===== src/rtl/mp_pkg.sv =====
package mp_pkg;

  // Synchronized control levels, bundled so they travel one chain
  typedef struct packed {
    logic clr_n;
    logic fall;
    logic rise;
  } ctl_lvl_t;

  // Idle levels: rising trigger low, falling trigger high, clear asserted
  localparam ctl_lvl_t CTL_IDLE = '{clr_n: 1'b0, fall: 1'b1, rise: 1'b0};

  localparam int CTL_W = $bits(ctl_lvl_t);

endpackage


===== src/rtl/mp_sync.sv =====
module mp_sync #(
  parameter int              W       = 1,
  parameter int              STAGES  = 2,
  parameter logic [W-1:0]    RST_VAL = '0
) (
  input  logic         clk,
  input  logic         rst_n,
  input  logic [W-1:0] d_i,
  output logic [W-1:0] q_o
);

  localparam int LAST = STAGES - 1;

  logic [W-1:0] chain_q [STAGES];
  logic [W-1:0] chain_d [STAGES];

  // next-state: each stage takes its predecessor
  always_comb begin
    chain_d[0] = d_i;
    for (int s = 1; s < STAGES; s++) begin
      chain_d[s] = chain_q[s-1];
    end
  end

  always_ff @(posedge clk or negedge rst_n) begin
    if (!rst_n) begin
      for (int s = 0; s < STAGES; s++) begin
        chain_q[s] <= RST_VAL;
      end
    end else begin
      for (int s = 0; s < STAGES; s++) begin
        chain_q[s] <= chain_d[s];
      end
    end
  end

  assign q_o = chain_q[LAST];

endmodule


===== src/rtl/mp_trig_qual.sv =====
module mp_trig_qual (
  input  logic clk,
  input  logic rst_n,
  input  logic rise_i,   // synchronized leading-edge trigger level
  input  logic fall_i,   // synchronized trailing-edge trigger level
  output logic fire_o
);

  logic rise_q, fall_q;
  logic rise_d, fall_d;
  logic rise_edge, fall_edge;

  always_comb begin
    rise_d = rise_i;
    fall_d = fall_i;
  end

  always_ff @(posedge clk or negedge rst_n) begin
    if (!rst_n) begin
      rise_q <= 1'b0;
      fall_q <= 1'b1;
    end else begin
      rise_q <= rise_d;
      fall_q <= fall_d;
    end
  end

  // Each edge is qualified by the other input's current idle level
  always_comb begin
    rise_edge = rise_i & ~rise_q & fall_i;
    fall_edge = ~fall_i & fall_q & ~rise_i;
    fire_o    = rise_edge | fall_edge;
  end


  gate_level_chk: assert property (@(posedge clk) disable iff (!rst_n)
    fire_o |-> !(rise_i && !fall_i));

endmodule


===== src/rtl/mp_timer.sv =====
module mp_timer #(
  parameter int CW = 16
) (
  input  logic          clk,
  input  logic          rst_n,
  input  logic          fire_i,
  input  logic          clr_n_i,
  input  logic          retrig_i,
  input  logic [CW-1:0] width_i,
  output logic          q_o
);

  localparam logic [CW-1:0] ZERO = '0;
  localparam logic [CW-1:0] ONE  = {{(CW-1){1'b0}}, 1'b1};

  logic [CW-1:0] cnt_q, cnt_d;
  logic          q_q, q_d;
  logic          running, load, cnt_en;

  always_comb begin
    running = (cnt_q != ZERO);
    load    = fire_i && (width_i != ZERO) && (retrig_i || !running);
    cnt_en  = !clr_n_i || load || running;
    cnt_d   = cnt_q;
    if (!clr_n_i) begin
      cnt_d = ZERO;
    end else if (load) begin
      cnt_d = width_i;
    end else if (running) begin
      cnt_d = cnt_q - ONE;
    end
    q_d = (cnt_d != ZERO);
  end

  always_ff @(posedge clk or negedge rst_n) begin
    if (!rst_n) begin
      cnt_q <= ZERO;
      q_q   <= 1'b0;
    end else if (cnt_en) begin
      cnt_q <= cnt_d;
      q_q   <= q_d;
    end
  end

  assign q_o = q_q;


  load_width_chk: assert property (@(posedge clk) disable iff (!rst_n)
    $rose(q_q) |-> (cnt_q == $past(width_i)));


  retrig_reload_chk: assert property (@(posedge clk) disable iff (!rst_n)
    (retrig_i && clr_n_i && fire_i && width_i != ZERO) |=> (cnt_q == $past(width_i)));


  lockout_chk: assert property (@(posedge clk) disable iff (!rst_n)
    (!retrig_i && clr_n_i && running) |=> (cnt_q == $past(cnt_q) - ONE));


  clear_kill_chk: assert property (@(posedge clk) disable iff (!rst_n)
    !clr_n_i |=> !q_q);

endmodule


===== src/rtl/mono_pulse.sv =====
module mono_pulse
  import mp_pkg::*;
#(
  parameter int CNT_W       = 16,
  parameter int SYNC_STAGES = 2
) (
  input  logic             clk,
  input  logic             rst_n,
  input  logic             trig_rise,
  input  logic             trig_fall,
  input  logic             clear_n,
  input  logic             retrig,
  input  logic [CNT_W-1:0] width,
  output logic             q,
  output logic             q_n
);

  ctl_lvl_t ctl_raw, ctl_sync;
  logic     fire;
  logic     pulse;

  always_comb begin
    ctl_raw.rise  = trig_rise;
    ctl_raw.fall  = trig_fall;
    ctl_raw.clr_n = clear_n;
  end

  // One chain for all three controls keeps trigger and clear latency equal
  mp_sync #(
    .W       (CTL_W),
    .STAGES  (SYNC_STAGES),
    .RST_VAL (CTL_IDLE)
  ) u_sync (
    .clk   (clk),
    .rst_n (rst_n),
    .d_i   (ctl_raw),
    .q_o   (ctl_sync)
  );

  mp_trig_qual u_qual (
    .clk    (clk),
    .rst_n  (rst_n),
    .rise_i (ctl_sync.rise),
    .fall_i (ctl_sync.fall),
    .fire_o (fire)
  );

  mp_timer #(
    .CW (CNT_W)
  ) u_timer (
    .clk      (clk),
    .rst_n    (rst_n),
    .fire_i   (fire),
    .clr_n_i  (ctl_sync.clr_n),
    .retrig_i (retrig),
    .width_i  (width),
    .q_o      (pulse)
  );

  assign q   = pulse;
  assign q_n = ~pulse;


  comp_out_chk: assert property (@(posedge clk) disable iff (!rst_n)
    q_n != q);

endmodule


===== config.mk =====
export PLATFORM = sky130hd
export DESIGN_NAME = mono_pulse
export DESIGN_NICKNAME = d
export VERILOG_FILES = /design/src/rtl/mp_pkg.sv /design/src/rtl/mp_sync.sv /design/src/rtl/mp_trig_qual.sv /design/src/rtl/mp_timer.sv /design/src/rtl/mono_pulse.sv
export SDC_FILE = /design/constraint.sdc
export NUM_CORES = 1
export LEC_CHECK = 0
export ABC_AREA = 1
export BUFFER_PORTS_ARGS = -buffer_cell sky130_fd_sc_hd__buf_2
export CORE_MARGIN = 5
export CORE_UTILIZATION = 51
export DETAILED_ROUTE_END_ITERATION = 10
export PLACE_DENSITY = 0.72
export SETUP_SLACK_MARGIN = 0.02
export SLEW_MARGIN = 20
export SYNTH_ARGS = -nofsm -noshare
export SYNTH_HDL_FRONTEND = slang
export SYNTH_SLANG_ARGS = --single-unit
export TNS_END_PERCENT = 50

===== constraint.sdc =====
create_clock -name clk -period 4.75 [get_ports clk]
set_clock_uncertainty 0.15 [all_clocks]
set_input_delay 0.2375 -clock clk [delete_from_list [all_inputs] [get_ports clk]]
set_output_delay 0.2375 -clock clk [all_outputs]
set_load 0.005 [all_outputs]

Yosys cells after proc, flatten, opt, wreduce, memory -nomap -nowiden
Cells that the tools add are included.
{"block": "totals", "regBits": 25, "in_bits": 22, "output_inout_bits": 2, "word_cells": 29}
{"block": "op_classes", "n_addsub": 1, "mux": 3, "n_bitwise": 9, "reduce_logical": 10}
{"operator": "$mux 16", "count": 3}
{"operator": "$reduce_bool 16->1", "count": 3}
{"operator": "$sub 16x1->16 const B", "count": 1}
{"operator": "$and 1x1->1", "count": 4}
{"operator": "$not 1->1", "count": 4}
{"operator": "$logic_or 1x1->1", "count": 3}
{"operator": "$logic_and 1x1->1", "count": 2}
{"operator": "$logic_not 1->1", "count": 2}
{"operator": "$or 1x1->1", "count": 1}

Logic depth before layout (Yosys ltp)
{"block": "logic_depth", "depth_word": 9, "ltp_mapped": 15, "mapped_depth_nobuf": 14}

By module
From an unflattened synthesis, not the netlist that was laid out.
{"block": "unflattened", "cells_unflattened": 256, "area_unflattened_um2": 1756.7}
{"module": "mp_timer", "n_inst": 1, "cells_each": 241, "area_each_um2": 1524.0, "seq_area_each_um2": 425.4}
{"module": "mp_sync", "n_inst": 1, "cells_each": 6, "area_each_um2": 152.6, "seq_area_each_um2": 152.6}
{"module": "mp_trig_qual", "n_inst": 1, "cells_each": 8, "area_each_um2": 76.3, "seq_area_each_um2": 51.3}
{"module": "mono_pulse", "n_inst": 1, "cells_each": 1, "area_each_um2": 3.8, "seq_area_each_um2": 0.0}

Worst setup path after synthesis
OpenSTA, ideal clock, no wires.
{"block": "synth_timing", "kind": "register to register", "start": "register u_timer.cnt_q[0]", "end": "register u_timer.q_q, in the netlist u_timer.q_o", "setup_ns": 0.120, "t_arrival_ns": 1.686, "required_time_ns": 4.480, "setup_slack_ns": 2.793, "stages_incl_launch_ff": 15, "n_path_buf": 1, "period_less_slack_ns": 1.957, "path_cell_list": "dfrtp_1 > inv_1 > ha_1 > nand2_1 > nor2_4 > nand2_4 > nand2_8 > buf_8 > nand3b_1 > nand3_2 > nand2_1 > nor2_1 > nand2_1 > o21ai_1 > nand2_1"}
{"block": "synth_via", "elab_chain_len": 7, "elab_cells_between_ends": 11, "cone_classes": "1 x add/sub; 3 x mux; 7 x reduce/logical"}
{"item": "from (decl)", "line": "mp_timer.sv:16", "text": "logic [CW-1:0] cnt_q, cnt_d;"}
{"item": "from (signal assigned)", "line": "mp_timer.sv:40", "text": "cnt_q <= cnt_d;"}
{"item": "branches (longest 7 deep; another with $sub 16x1->16)"}
{"item": "to (signal assigned)", "line": "mp_timer.sv:41", "text": "q_q <= q_d;"}
{"item": "to (decl)", "line": "mp_timer.sv:17", "text": "logic q_q, q_d;"}
Several ways; the timed one is not identified.
A chain may end at the register's enable or synchronous reset.

Final worst setup path
{"block": "layout_timing", "start": "register u_sync.chain_q (netlist bit u_sync.q_o[1])", "end": "register u_timer.q_q, in the netlist u_timer.q_o"}
{"block": "layout_via", "elab_chain_len": 9, "elab_cells_between_ends": 12, "cone_classes": "2 x mux; 5 x bitwise; 5 x reduce/logical"}
{"item": "from (decl)", "line": "mp_sync.sv:14", "text": "logic [W-1:0] chain_q [STAGES];"}
{"item": "from (signal, indexed assignment)", "line": "mp_sync.sv:32", "text": "chain_q[s] <= chain_d[s];"}
{"item": "$not 1->1", "line": "mp_trig_qual.sv:31", "text": "fall_edge = ~fall_i & fall_q & ~rise_i;"}
{"item": "$and 1x1->1 (2 in series)", "line": "mp_trig_qual.sv:31"}
{"item": "$or 1x1->1 (*)", "line": "mp_trig_qual.sv:32", "text": "fire_o = rise_edge | fall_edge;"}
{"item": "$logic_and 1x1->1 (*) (2 in series)", "line": "mp_timer.sv:22", "text": "load = fire_i && (width_i != ZERO) && (retrig_i || !running);"}
{"item": "$mux 16", "line": "mp_timer.sv:27", "text": "end else if (load) begin"}
{"item": "$mux 16", "line": "mp_timer.sv:25", "text": "if (!clr_n_i) begin"}
{"item": "$reduce_bool 16->1", "line": "mp_timer.sv:32", "text": "q_d = (cnt_d != ZERO);"}
Mark *: on every way between the ends. The rest lies on a longest branch, timed or not.

==> summary.txt <==
Synth
  – Post-synth top cells: nand2_1, nand3_1, inv_1
  – Top cell type's share of synthesized area: 0.316
  – Synth area leaders: dfrtp_1, nand2_1, nand3_1
  – Distinct cell type count after synthesis: 27
  – Number of synthesized flops with an enable pin: 0
  – Post-Syn Area: 1740 sq um
  – Asr flop ratio synth: 1.00
  – Sequential share of the synthesized area: 0.361
  – Warnings, synthesis: 0
  – Ys flop type: dfrtp_1
  – Synthesized area per cell: 6.91 sq um
  – Area leader, netlist: dfrtp_1
  – Syn nets: 276
  – Most common cell in the netlist: nand2_1
  – Yosys reg bits: 25
  – Gate count of the mapped netlist: 252

Final layout
  – Antenna cell count: 0
  – # nets final: 302
  – Post-route insts no fill: 323
  – Ratio of cells with drive above 1 in the final layout: 0.181
  – Layout area overhead: 10.9%

GRT
  – GR Util met1: 0.277
  – Initial antenna violation count: 0
  – GR peak layer: met2
  – First-pass GRT wire length: 6.85 mm
  – Met3 usage: 0.0148
  – Largest net degree at the start of global routing: 26
  – Total Routing Usage GR: 0.196
  – Grt met2 use: 0.317
  – Vias in the first global route: 1,528
  – Grt total ovfl: 0

Routing
  – Drt total wl: 3.98 mm
  – 1st-iter DRT viols: 100
  – Final antenna-violating net count: 0
  – Vias per cell: 4.91
  – Routed vias: 1,586
  – DRT Pass-1 Iters: 4
  – DRC viols: 0
  – WL per Instance: 12.3 um

Timing
  – Setup_tns: 0 ns
  – Slew HR: 0.593
  – Fin. Hold Viols: 0
  – FMAX: 432 MHz
  – Setup violators final: 0
  – Fin crit period: 2.32 ns
  – RSZ-0062 raised after global routing: false
  – Slew Viols, Final: 0
  – Worst Max-Slew Pin Slew: 0.610 ns
  – Tcrit/Tclk final: 0.488

Worst setup path
  – Critical path class: flop to flop
  – Most used cell, CP: nand2_1
  – Setup crit start kind: flop
  – Crit Path Max Fanout: 16
  – CP peak stage delay: 0.57 ns
  – Req. time, crit path: 4.84 ns
  – Crit path cell chain: nand3b_1 -> nand2_2 -> inv_1 -> a21oi_2 -> nand3_1 -> nand3_1 -> nand2_1 -> nor2_1 -> nand2_1 -> o21ai_1 -> nand2_1
  – Crit path DAT: 2.40 ns
  – Max stage delay cell, worst path: dfstp_2
  – Crit. End Element: flop

Status
  – Status: finished clean

Die
  – Starting density of the core: 0.526
  – # rows: 21
  – Total die area: 4680 sq um
  – Number of I/O pins: 24
  – Die X: 68.4 um
  – Die height: 68.4 um
  – Core Area: 3310 sq um

Placement
  – Routability Congestion: 0.850
  – Post-DP HPWL: 3.15 mm
  – IO Port Bufs: 23
  – Dpl cells: 315

Power and ir drop
  – Maximum vdd drop: 0.249 mV
  – LEAKAGE: 0.00112 uW
  – Power Dens Cells: 493 nW/um^2

Clock network
  – CTS H-tree depth: 1
  – Clock root buffer master: clkbuf_4
  – Post-CTS Repair Setup Buffers: 0
  – Worst-path clk slew: 0.15 ns
  – CTS sink cnt: 25
  – CTS tree: yes
  – CTS Buf Count: 3
  – Clock insertion delay at the later pin of the skew report: 0.33 ns
  – Clock Path Buffers: 2

Hold path
  – Hold Crit Class: input pin to flop

Job
  – Max cap viols: 0
layer usage:
metal	wire (um)	vias up
met4	59	0
met2	1790	40
met1	1980	700
li1	-	840
met3	158	6
met5	0	-
cell type report:
type,instances,area [sq um]
Clock buffer,3,22.5
Clock inverter,1,8.76
Fill cell,339,1380
Inverter,37,139
Multi-Input combinational cell,184,920
Sequential cell,25,629
Tap cell,46,57.6
Timing Repair Buffer,27,155
final timing paths:
check                                       startpoint                            to  slack (ns)  cells after the start
max                            u_sync.q_o[1]$_DFF_PN1_       u_timer.q_o$_DFFE_PN0P_        2.43                     11
min                                           width[1]  u_timer.cnt_q[1]$_DFFE_PN0P_        0.11                      4
max reg2reg                    u_sync.q_o[1]$_DFF_PN1_       u_timer.q_o$_DFFE_PN0P_        2.43                     11
min reg2reg                u_sync.chain_d[1]$_DFF_PN1_       u_sync.q_o[1]$_DFF_PN1_        0.22                      0
max in group asynchronous                        rst_n       u_qual.fall_q$_DFF_PN1_        3.81                      2
min in group asynchronous                        rst_n       u_timer.q_o$_DFFE_PN0P_        0.27                      2
state kept, by name, indices dropped and copies added (netlist names):
name / cells
u_qual.fall_q: 1
u_timer.cnt_q: 16
u_sync.q_o: 3
u_timer.q_o: 1
u_qual.rise_q: 1
u_sync.chain_d: 3
what timing repair did:
action | in CTS | in global routing
setup endpoints to repair | 0 | 0
resized for setup | 0 | 0
hold buffers | 4 | 0
endpoints found under the hold margin | 25 | 0
critical path, delay by kind of cell (launching register included):
kind | cells | cell delay [ns]
flops | 1 | 0.57
simple gates | 8 | 0.85
compound gates | 2 | 0.59
buf+inv | 1 | 0.05
through the flow:
step / hold slack [ns] / total power, uW / cell area, sq um / worst slack, ns / util
floorplan: -0.208 / 727 / 1740 / 2.79 / -
global placement: 0.110 / 841 / 1860 / 2.51 / 0.562
detailed placement: 0.108 / 842 / 1860 / 2.50 / 0.562
CTS: 0.111 / 949 / 1930 / 2.46 / 0.584
global route: 0.133 / 1040 / 1930 / 2.12 / 0.584
finish: 0.108 / 952 / 1930 / 2.43 / 0.584
layout by cell type, fill, tap and decap left out, types with 2 or more instances in the layout:
master	Yosys	routed
clkbuf_4	0	3
nor2_1	35	35
ha_1	2	2
dfrtp_1	22	22
buf_2	1	23
nand2_2	2	2
nand3b_1	12	12
nor2_4	2	2
o21ai_0	2	2
nand3_2	2	2
or2_2	6	6
dfstp_2	3	3
inv_1	37	37
nand2_1	68	68
nand3_1	41	41
dlygate4sd3_1	0	4
nor2_2	4	4
report_power, final:
group | switching [uW] | internal (uW) | leakage [uW] | total (uW)
logic | 341 | 193 | 0.000788 | 534
clock network | 70.4 | 34.3 | 0.0000183 | 105
registers | 51.7 | 261 | 0.000310 | 313
kinds of logic (layout without fill, tap and decap cells):
kind of cell | count (synthesis) | count (layout) | share of synthesized area
and+or+nand+nor | 176 | 176 | 0.491
buffers and inverters | 43 | 68 | 0.111
AOI/OAI and AO/OA | 5 | 5 | 0.0180
DFF | 25 | 25 | 0.361
adders and majority gates | 2 | 2 | 0.0144
xor gates and xnor gates | 1 | 1 | 0.00503
Power figures use the tool's default switching activity.
